$ cat config.mk
export PLATFORM = sky130hd
export DESIGN_NAME = upsetClassifier
export DESIGN_NICKNAME = d
export VERILOG_FILES = /design/src/rtl/upsetPkg.sv /design/src/rtl/lfsrGen.sv /design/src/rtl/nutCopy.sv /design/src/rtl/classCtrl.sv /design/src/rtl/harnessDatapath.sv /design/src/rtl/upsetClassifier.sv
export SDC_FILE = /design/constraint.sdc
export NUM_CORES = 1
export LEC_CHECK = 0
export ABC_AREA = 1
export BUFFER_PORTS_ARGS = -buffer_cell sky130_fd_sc_hd__buf_2
export CORE_ASPECT_RATIO = 0.75
export CORE_MARGIN = 2
export CORE_UTILIZATION = 54
export CTS_CLUSTER_DIAMETER = 150
export DETAILED_ROUTE_END_ITERATION = 10
export GPL_TIMING_DRIVEN = 0
export PLACE_DENSITY_LB_ADDON = 0.05
export SLEW_MARGIN = 20
export SYNTH_ARGS = -nofsm -noshare
export SYNTH_HDL_FRONTEND = slang
export SYNTH_HIERARCHICAL = 1
export SYNTH_SLANG_ARGS = --single-unit
export TNS_END_PERCENT = 30
$ cat constraint.sdc
create_clock -name clk -period 2.3 [get_ports clk]
set_clock_uncertainty 0.15 [all_clocks]
set_input_delay 0.46 -clock clk [delete_from_list [all_inputs] [get_ports clk]]
set_output_delay 0.46 -clock clk [all_outputs]
set_load 0.05 [all_outputs]
$ cat src/rtl/upsetPkg.sv
package upsetPkg;

  typedef enum logic [1:0] {
    CLS_NONE  = 2'd0,
    CLS_UPSET = 2'd1,
    CLS_TRANS = 2'd2,
    CLS_INDET = 2'd3
  } evtClass_e;

  typedef struct packed {
    logic      evtLoad;
    evtClass_e evtCls;
    logic      incUpset;
    logic      incTrans;
    logic      incIndet;
    logic      clrAll;
  } ctrlStrobe_t;

  localparam int NUM_COPIES = 3;
  localparam int NUM_PAIRS  = 3;

  // Pair p compares copy pairLeft(p) with copy pairRight(p)
  function automatic int pairLeft(input int p);
    return (p == 1) ? 1 : 0;
  endfunction

  function automatic int pairRight(input int p);
    return (p == 0) ? 1 : 2;
  endfunction

endpackage

$ cat src/rtl/lfsrGen.sv
module lfsrGen #(
  parameter int          OUT_W = 16,
  parameter logic [31:0] SEED  = 32'h1D2C_3B4A
) (
  input  logic             clk,
  input  logic             rstN,
  output logic [OUT_W-1:0] vecOut
);
  // Galois form of x^32 + x^22 + x^2 + x + 1
  localparam logic [31:0] TAP_MASK = 32'h8020_0003;

  logic [31:0] state;

  always_ff @(posedge clk or negedge rstN) begin
    if (!rstN) state <= SEED;
    else if (state[0]) state <= (state >> 1) ^ TAP_MASK;
    else state <= state >> 1;
  end

  assign vecOut = state[OUT_W-1:0];

  AST_LFSR_NONZERO: assert property (@(posedge clk) disable iff (!rstN)
    state != 32'd0);
  AST_LFSR_MOVES: assert property (@(posedge clk) disable iff (!rstN)
    1'b1 |=> state != $past(state));
endmodule

$ cat src/rtl/nutCopy.sv
module nutCopy #(
  parameter int OP_W = 8
) (
  input  logic            clk,
  input  logic            rstN,
  input  logic [2*OP_W-1:0] vecIn,
  input  logic            glitchEn,
  input  logic [OP_W:0]   glitchMask,
  output logic [OP_W:0]   outWord
);
  logic [2*OP_W-1:0] inReg;
  logic [OP_W:0]     netNode;

  always_ff @(posedge clk or negedge rstN) begin
    if (!rstN) inReg <= '0;
    else inReg <= vecIn;
  end

  // network under test: operand adder with a glitchable output node
  always_comb begin
    netNode = {1'b0, inReg[OP_W-1:0]} + {1'b0, inReg[2*OP_W-1:OP_W]};
    if (glitchEn) netNode = netNode ^ glitchMask;
  end

  always_ff @(posedge clk or negedge rstN) begin
    if (!rstN) outWord <= '0;
    else outWord <= netNode;
  end
endmodule

$ cat src/rtl/classCtrl.sv
module classCtrl
  import upsetPkg::*;
(
  input  logic        clk,
  input  logic        rstN,
  input  logic [2:0]  cmpSig,
  input  logic        clrCnt,
  output ctrlStrobe_t strb
);
  logic [1:0] hotCount;

  always_comb begin
    hotCount = 2'(cmpSig[0]) + 2'(cmpSig[1]) + 2'(cmpSig[2]);
    strb = '0;
    strb.clrAll  = clrCnt;
    strb.evtLoad = (hotCount != 2'd0);
    unique case (hotCount)
      2'd1: begin strb.evtCls = CLS_UPSET; strb.incUpset = 1'b1; end
      2'd2: begin strb.evtCls = CLS_TRANS; strb.incTrans = 1'b1; end
      2'd3: begin strb.evtCls = CLS_INDET; strb.incIndet = 1'b1; end
      default: strb.evtCls = CLS_NONE;
    endcase
  end

  AST_STROBE_EXCL: assert property (@(posedge clk) disable iff (!rstN)
    $onehot0({strb.incUpset, strb.incTrans, strb.incIndet}));
  AST_CLEAN_SILENT: assert property (@(posedge clk) disable iff (!rstN)
    (cmpSig == 3'b000) |-> !strb.evtLoad);
  AST_INDET_ONLY: assert property (@(posedge clk) disable iff (!rstN)
    (cmpSig == 3'b111) |-> (strb.incIndet && !strb.incUpset && !strb.incTrans));
endmodule

$ cat src/rtl/harnessDatapath.sv
module harnessDatapath
  import upsetPkg::*;
#(
  parameter int          OP_W  = 8,
  parameter int          CNT_W = 16,
  parameter int          TS_W  = 32
) (
  input  logic              clk,
  input  logic              rstN,
  input  logic [2*OP_W-1:0] vecIn,
  input  logic [2:0]        glitchEn,
  input  logic [OP_W:0]     glitchMask,
  input  logic [2:0]        upsetInj,
  input  ctrlStrobe_t       strb,
  output logic [2:0]        cmpSig,
  output logic              evtValid,
  output logic [2:0]        evtSig,
  output logic [1:0]        evtClass,
  output logic [TS_W-1:0]   evtStamp,
  output logic [OP_W:0]     evtDiff,
  output logic [CNT_W-1:0]  upsetCnt,
  output logic [CNT_W-1:0]  transCnt,
  output logic [CNT_W-1:0]  indetCnt
);
  localparam int OUT_W = OP_W + 1;
  localparam logic [CNT_W-1:0] CNT_MAX = '1;

  logic [OUT_W-1:0] copyOut [NUM_COPIES];
  logic [OUT_W-1:0] pairXor [NUM_PAIRS];
  logic [2:0]       cmpBit;
  logic [OUT_W-1:0] selDiff;
  logic [TS_W-1:0]  cycCnt;
  logic [CNT_W-1:0] classCnt [3];
  logic [2:0]       incVec;

  for (genvar k = 0; k < NUM_COPIES; k++) begin : g_copy
    nutCopy #(.OP_W(OP_W)) u_copy (
      .clk        (clk),
      .rstN       (rstN),
      .vecIn      (vecIn),
      .glitchEn   (glitchEn[k]),
      .glitchMask (glitchMask),
      .outWord    (copyOut[k])
    );
  end

  for (genvar p = 0; p < NUM_PAIRS; p++) begin : g_pair
    localparam int LA = pairLeft(p);
    localparam int RB = pairRight(p);
    always_ff @(posedge clk or negedge rstN) begin
      if (!rstN) begin
        pairXor[p] <= '0;
        cmpBit[p]  <= 1'b0;
      end else begin
        pairXor[p] <= copyOut[LA] ^ copyOut[RB];
        cmpBit[p]  <= (copyOut[LA] != copyOut[RB]) ^ upsetInj[p];
      end
    end
  end

  assign cmpSig = cmpBit;

  // difference word of the lowest-numbered set signature bit
  always_comb begin
    selDiff = '0;
    for (int p = NUM_PAIRS - 1; p >= 0; p--) begin
      if (cmpBit[p]) selDiff = pairXor[p];
    end
  end

  always_ff @(posedge clk or negedge rstN) begin
    if (!rstN) cycCnt <= '0;
    else cycCnt <= cycCnt + 1'b1;
  end

  always_ff @(posedge clk or negedge rstN) begin
    if (!rstN) begin
      evtValid <= 1'b0;
      evtSig   <= '0;
      evtClass <= CLS_NONE;
      evtStamp <= '0;
      evtDiff  <= '0;
    end else begin
      evtValid <= strb.evtLoad;
      if (strb.evtLoad) begin
        evtSig   <= cmpBit;
        evtClass <= strb.evtCls;
        evtStamp <= cycCnt;
        evtDiff  <= selDiff;
      end
    end
  end

  assign incVec = {strb.incIndet, strb.incTrans, strb.incUpset};

  for (genvar c = 0; c < 3; c++) begin : g_cnt
    always_ff @(posedge clk or negedge rstN) begin
      if (!rstN) classCnt[c] <= '0;
      else if (strb.clrAll) classCnt[c] <= '0;
      else if (incVec[c] && classCnt[c] != CNT_MAX) classCnt[c] <= classCnt[c] + 1'b1;
    end

    AST_CNT_STEP: assert property (@(posedge clk) disable iff (!rstN)
      !strb.clrAll |=> (classCnt[c] == $past(classCnt[c]) ||
                        classCnt[c] == $past(classCnt[c]) + 1'b1));
    AST_SAT_HOLD: assert property (@(posedge clk) disable iff (!rstN)
      (classCnt[c] == CNT_MAX && !strb.clrAll) |=> classCnt[c] == CNT_MAX);
  end

  assign upsetCnt = classCnt[0];
  assign transCnt = classCnt[1];
  assign indetCnt = classCnt[2];

  AST_EVT_NONZERO: assert property (@(posedge clk) disable iff (!rstN)
    evtValid |-> evtSig != 3'b000);
  AST_UPSET_CLASS: assert property (@(posedge clk) disable iff (!rstN)
    (evtValid && $countones(evtSig) == 1) |-> evtClass == CLS_UPSET);
  AST_TRANS_CLASS: assert property (@(posedge clk) disable iff (!rstN)
    (evtValid && $countones(evtSig) == 2) |-> evtClass == CLS_TRANS);
  AST_EVT_LATENCY: assert property (@(posedge clk) disable iff (!rstN)
    (cmpSig != 3'b000) |=> (evtValid && evtSig == $past(cmpSig)));
  AST_CLR_WINS: assert property (@(posedge clk) disable iff (!rstN)
    strb.clrAll |=> (upsetCnt == '0 && transCnt == '0 && indetCnt == '0));
endmodule

$ cat src/rtl/upsetClassifier.sv
module upsetClassifier
  import upsetPkg::*;
#(
  parameter int          OP_W  = 8,
  parameter int          CNT_W = 16,
  parameter int          TS_W  = 32,
  parameter logic [31:0] SEED  = 32'h1D2C_3B4A
) (
  input  logic              clk,
  input  logic              rstN,
  input  logic              clrCnt,
  input  logic [2:0]        glitchEn,
  input  logic [OP_W:0]     glitchMask,
  input  logic [2:0]        upsetInj,
  output logic              evtValid,
  output logic [2:0]        evtSig,
  output logic [1:0]        evtClass,
  output logic [TS_W-1:0]   evtStamp,
  output logic [OP_W:0]     evtDiff,
  output logic [CNT_W-1:0]  upsetCnt,
  output logic [CNT_W-1:0]  transCnt,
  output logic [CNT_W-1:0]  indetCnt
);
  localparam int VEC_W = 2 * OP_W;

  logic [VEC_W-1:0] vecBus;
  logic [2:0]       cmpSig;
  ctrlStrobe_t      strb;

  lfsrGen #(.OUT_W(VEC_W), .SEED(SEED)) u_lfsr (
    .clk    (clk),
    .rstN   (rstN),
    .vecOut (vecBus)
  );

  classCtrl u_ctrl (
    .clk    (clk),
    .rstN   (rstN),
    .cmpSig (cmpSig),
    .clrCnt (clrCnt),
    .strb   (strb)
  );

  harnessDatapath #(.OP_W(OP_W), .CNT_W(CNT_W), .TS_W(TS_W)) u_dp (
    .clk        (clk),
    .rstN       (rstN),
    .vecIn      (vecBus),
    .glitchEn   (glitchEn),
    .glitchMask (glitchMask),
    .upsetInj   (upsetInj),
    .strb       (strb),
    .cmpSig     (cmpSig),
    .evtValid   (evtValid),
    .evtSig     (evtSig),
    .evtClass   (evtClass),
    .evtStamp   (evtStamp),
    .evtDiff    (evtDiff),
    .upsetCnt   (upsetCnt),
    .transCnt   (transCnt),
    .indetCnt   (indetCnt)
  );
endmodule

==> qor.tcl <==
set qor(clk_transition_reported_paths_ns) 0.06
set qor(rows) 47
set qor(synth-compound-area-share) 0.0324
set qor(io_pins) 113
set qor(vdd.ir_drop.worst_mv) 0.621
set qor(antenna_cells_inserted) 0
set qor(crit_path_start_kind) {register}
set qor(arrival_ns) 2.50
set qor(setup_violations) 0
set qor(start_util) 0.550
set qor(grt_pass1_wl_um) 43300
set qor(dr.first_iter.drc_count) 618
set qor(layout-drive-gt1-share) 0.174
set qor(yosys.area_share.xor_xnor) 0.0720
set qor(endpoint_kind) {register}
set qor(worst_pin_slew_ns) 0.699
set qor(largest_family_of_logic_cells_by_synthesized_area) {simple AND/OR/NAND/NOR gates}
set qor(critical_path.reg2reg.startpoint) {u_dp/cmpSig[1]}
set qor(grt_pass1_vias) 8638
set qor(routed_wl_um) 26300
set qor(synthArstFlopShare) 1.00
set qor(yosys.area_share.adder) 0.0354
set qor(synthDistinctLibCells) 34
set qor(r2r.worst_path.cells) 5
set qor(period_minus_slack_ns) 2.25
set qor(count_of_nets_left_with_antenna_violations_after_detail_routing) 0
set qor(global_route_total_usage_across_every_layer) 0.228
set qor(post_synth_and_or_nand_nor_area_fraction) 0.228
set qor(cts_tree) {built}
set qor(place.port_buffers) 108
set qor(die_height_um) 134
set qor(width_of_the_chip_um) 177
set qor(critical_path_class) {register to register}
set qor(synth_seq_cells) 264
set qor(hp-class) {primary input to register}
set qor(avgViaCountPerCell) 4.98
set qor(dr.pass1.iters) 5
set qor(syn-num-nets) 1384
set qor(syn-instance-count) 1334
set qor(hpwlAfterDp_um) 19300
set qor(worstPathRequired_ns) 2.56
set qor(nNetsFinal) 1526
set qor(clock_path_buffers) 3
set qor(postSynthAreaPerCell_um2) 9.12
set qor(timing.reg2reg.setup_slack_ns) 0.05
set qor(seq_area_frac_synth) 0.544
set qor(areaGrowthSynthToFinish_pct) 16.7
set qor(avgRoutedWirePerCell_um) 14.7
set qor(postSynth.topFlopCell) {sky130_fd_sc_hd__dfrtp_1}
set qor(worst_setup_path_startpoint) {u_dp/cmpSig[1]}
set qor(cts-root-buf) {sky130_fd_sc_hd__clkbuf_16}
set qor(total_power_mw) 10.9
set qor(clock_insertion_delay_worst_skew_ns) 0.53
set qor(vias) 8927
set qor(cts_num_sinks) 264
set qor(rr_endpoint) {u_dp/evtStamp[18]}
set qor(cts_made_buffers) 28
set qor(cts_htree_levels) 1
set qor(mappedNetlistArea_um2) 12200
set qor(floorplan.die_area_um2) 23800
set qor(run_status) {complete, no violations}
set qor(synth_mux_area_frac) 0.0204
set qor(power_density_nw_per_um2) 769
set qor(dp_worst_setup_slack_ns) -0.213
set qor(power.leakage_nw) 7.53
set qor(fmaxAchievable_mhz) 445
set qor(synthDominantCellAreaShare) 0.512
set qor(synth_top_cells_by_area) {sky130_fd_sc_hd__dfrtp_1, sky130_fd_sc_hd__nand2_1, sky130_fd_sc_hd__xor2_1}
set qor(rsz0062_at_grt) {yes}
set qor(fp.coreArea_um2) 22100
set qor(share_of_the_clock_period_used_by_the_worst_path) 0.978
set qor(drc) 0
set qor(place.gp.congestion) 0.893
set qor(synth_edf_count) 0
set qor(slew-limit-headroom) 0.534
set qor(fin_ws_ns) 0.0516
set qor(grt_antenna_before_repair) 0
set qor(drv.max_cap_violation_count) 0
set qor(synth_most_common_cell) {sky130_fd_sc_hd__nand2_1}
set qor(biggest_area_consumer_among_synthesized_cells) {sky130_fd_sc_hd__dfrtp_1}
set qor(synth.cells.most_frequent) {sky130_fd_sc_hd__nand2_1, sky130_fd_sc_hd__dfrtp_1, sky130_fd_sc_hd__inv_1}
set qor(syn_warnings) 6
set qor(critPathCapture) {u_dp/evtStamp[18]}
set qor(path_max_fanout) 10
set qor(pin_count_of_the_biggest_net_entering_global_routing) 102
set qor(hold_viol) 0
set qor(global_route.overflow_total) 0
set qor(maxSlewViolCount) 0
## logic make-up after synthesis
kind of cell             count (synthesis)
flip-flops                             264
AO/OA/AOI/OAI                           65
AND/OR/NAND/NOR                        661
buffers and inverters                  190
XOR/XNOR                               100
multiplexers                            22
adder cells (fa/ha/maj)                 32
## sequential cells by signal, summed over array words and instances, names as in the netlist
name and count:
u_dp/g_copy.u_copy/inReg 48, u_dp/evtValid 1, u_dp/transCnt 16, u_dp/pairXor 27, u_dp/g_copy.u_copy/outWord 27, u_dp/cycCnt 32, u_dp/cmpSig 3, u_dp/evtStamp 32
u_dp/upsetCnt 16, u_dp/evtClass 2, u_lfsr/state 32, u_dp/evtSig 3, u_dp/indetCnt 16, u_dp/evtDiff 9
## report_power, final
part	switching (mW)	total [mW]	internal, mW	leakage [nW]
combinational	0.941	1.28	0.343	3.58
sequential	0.107	4.94	4.84	3.48
clock	1.89	4.70	2.81	0.473
## cell usage in the layout (no fill, tap or decap), drive strengths merged, types with 37 or more instances in the layout
master,synthesis,layout
a21oi,39,39
buf,32,144
clkbuf,8,37
dfrtp,249,249
inv,149,149
nand2,403,403
nand3,64,64
nand4,37,37
nor2,138,138
xor2,65,65
## area by class of cell
type / instances / area (µm²)
Tap cell: 294 / 368
Clock buffer: 30 / 739
Fill cell: 1876 / 7910
Sequential cell: 264 / 6630
Clock inverter: 22 / 259
Inverter: 150 / 564
Multi-Input combinational cell: 880 / 4750
Buffer: 39 / 268
Timing Repair Buffer: 113 / 631
## repair_timing
| item | CTS | global route |
|---|---|---|
| hold buffers | 1 | 0 |
| resized for setup | 9 | 7 |
| buffers inserted | 0 | 2 |
| hold endpoints to repair | 70 | 0 |
| setup endpoints to repair | 69 | 45 |
| pin swaps | 0 | 2 |
## per-layer routing
| metal | global-route usage | vias up | routed length [µm] |
|---|---|---|---|
| met3 | 0.0266 | 41 | 1150 |
| met5 | 0 | - | 0 |
| li1 | - | 4464 | - |
| met2 | 0.342 | 214 | 11200 |
| met4 | 0.0597 | 0 | 608 |
| met1 | 0.355 | 4208 | 13400 |
## critical path, stage by stage (launching register included)
cell                      delay (ns)
sky130_fd_sc_hd__dfrtp_1        0.40
sky130_fd_sc_hd__inv_1          0.09
sky130_fd_sc_hd__fa_2           0.51
sky130_fd_sc_hd__nand2_1        0.26
sky130_fd_sc_hd__buf_2          0.34
sky130_fd_sc_hd__mux2_2         0.38
## worst min-delay path by stage
stage	start	endpoint	cells past startpoint
after CTS	upsetInj[0]	u_dp/cmpSig[0]	4
after floorplan	rstN	u_dp/cmpSig[0]	0
final	upsetInj[1]	u_dp/cmpSig[1]	4
after detailed placement	u_lfsr/state[31]	u_lfsr/state[30]	0
after global placement	u_lfsr/state[23]	u_lfsr/state[22]	0
after global routing	upsetInj[1]	u_dp/cmpSig[1]	3
## stage by stage
stage,util,TNS (ns),cell area [µm²],hold WS [ns],instances
final,0.642,0,14200,0.0721,1792
after global routing,0.642,-0.186,14200,0.0742,1792
after CTS,0.641,0,14200,0.0455,1790
after detailed placement,0.594,-5.73,13100,0.188,1738
after global placement,0.592,-1041.19,13100,0.184,1736
after floorplan,-,0,12200,0.0144,1334
(Power assumes the default switching activity.)
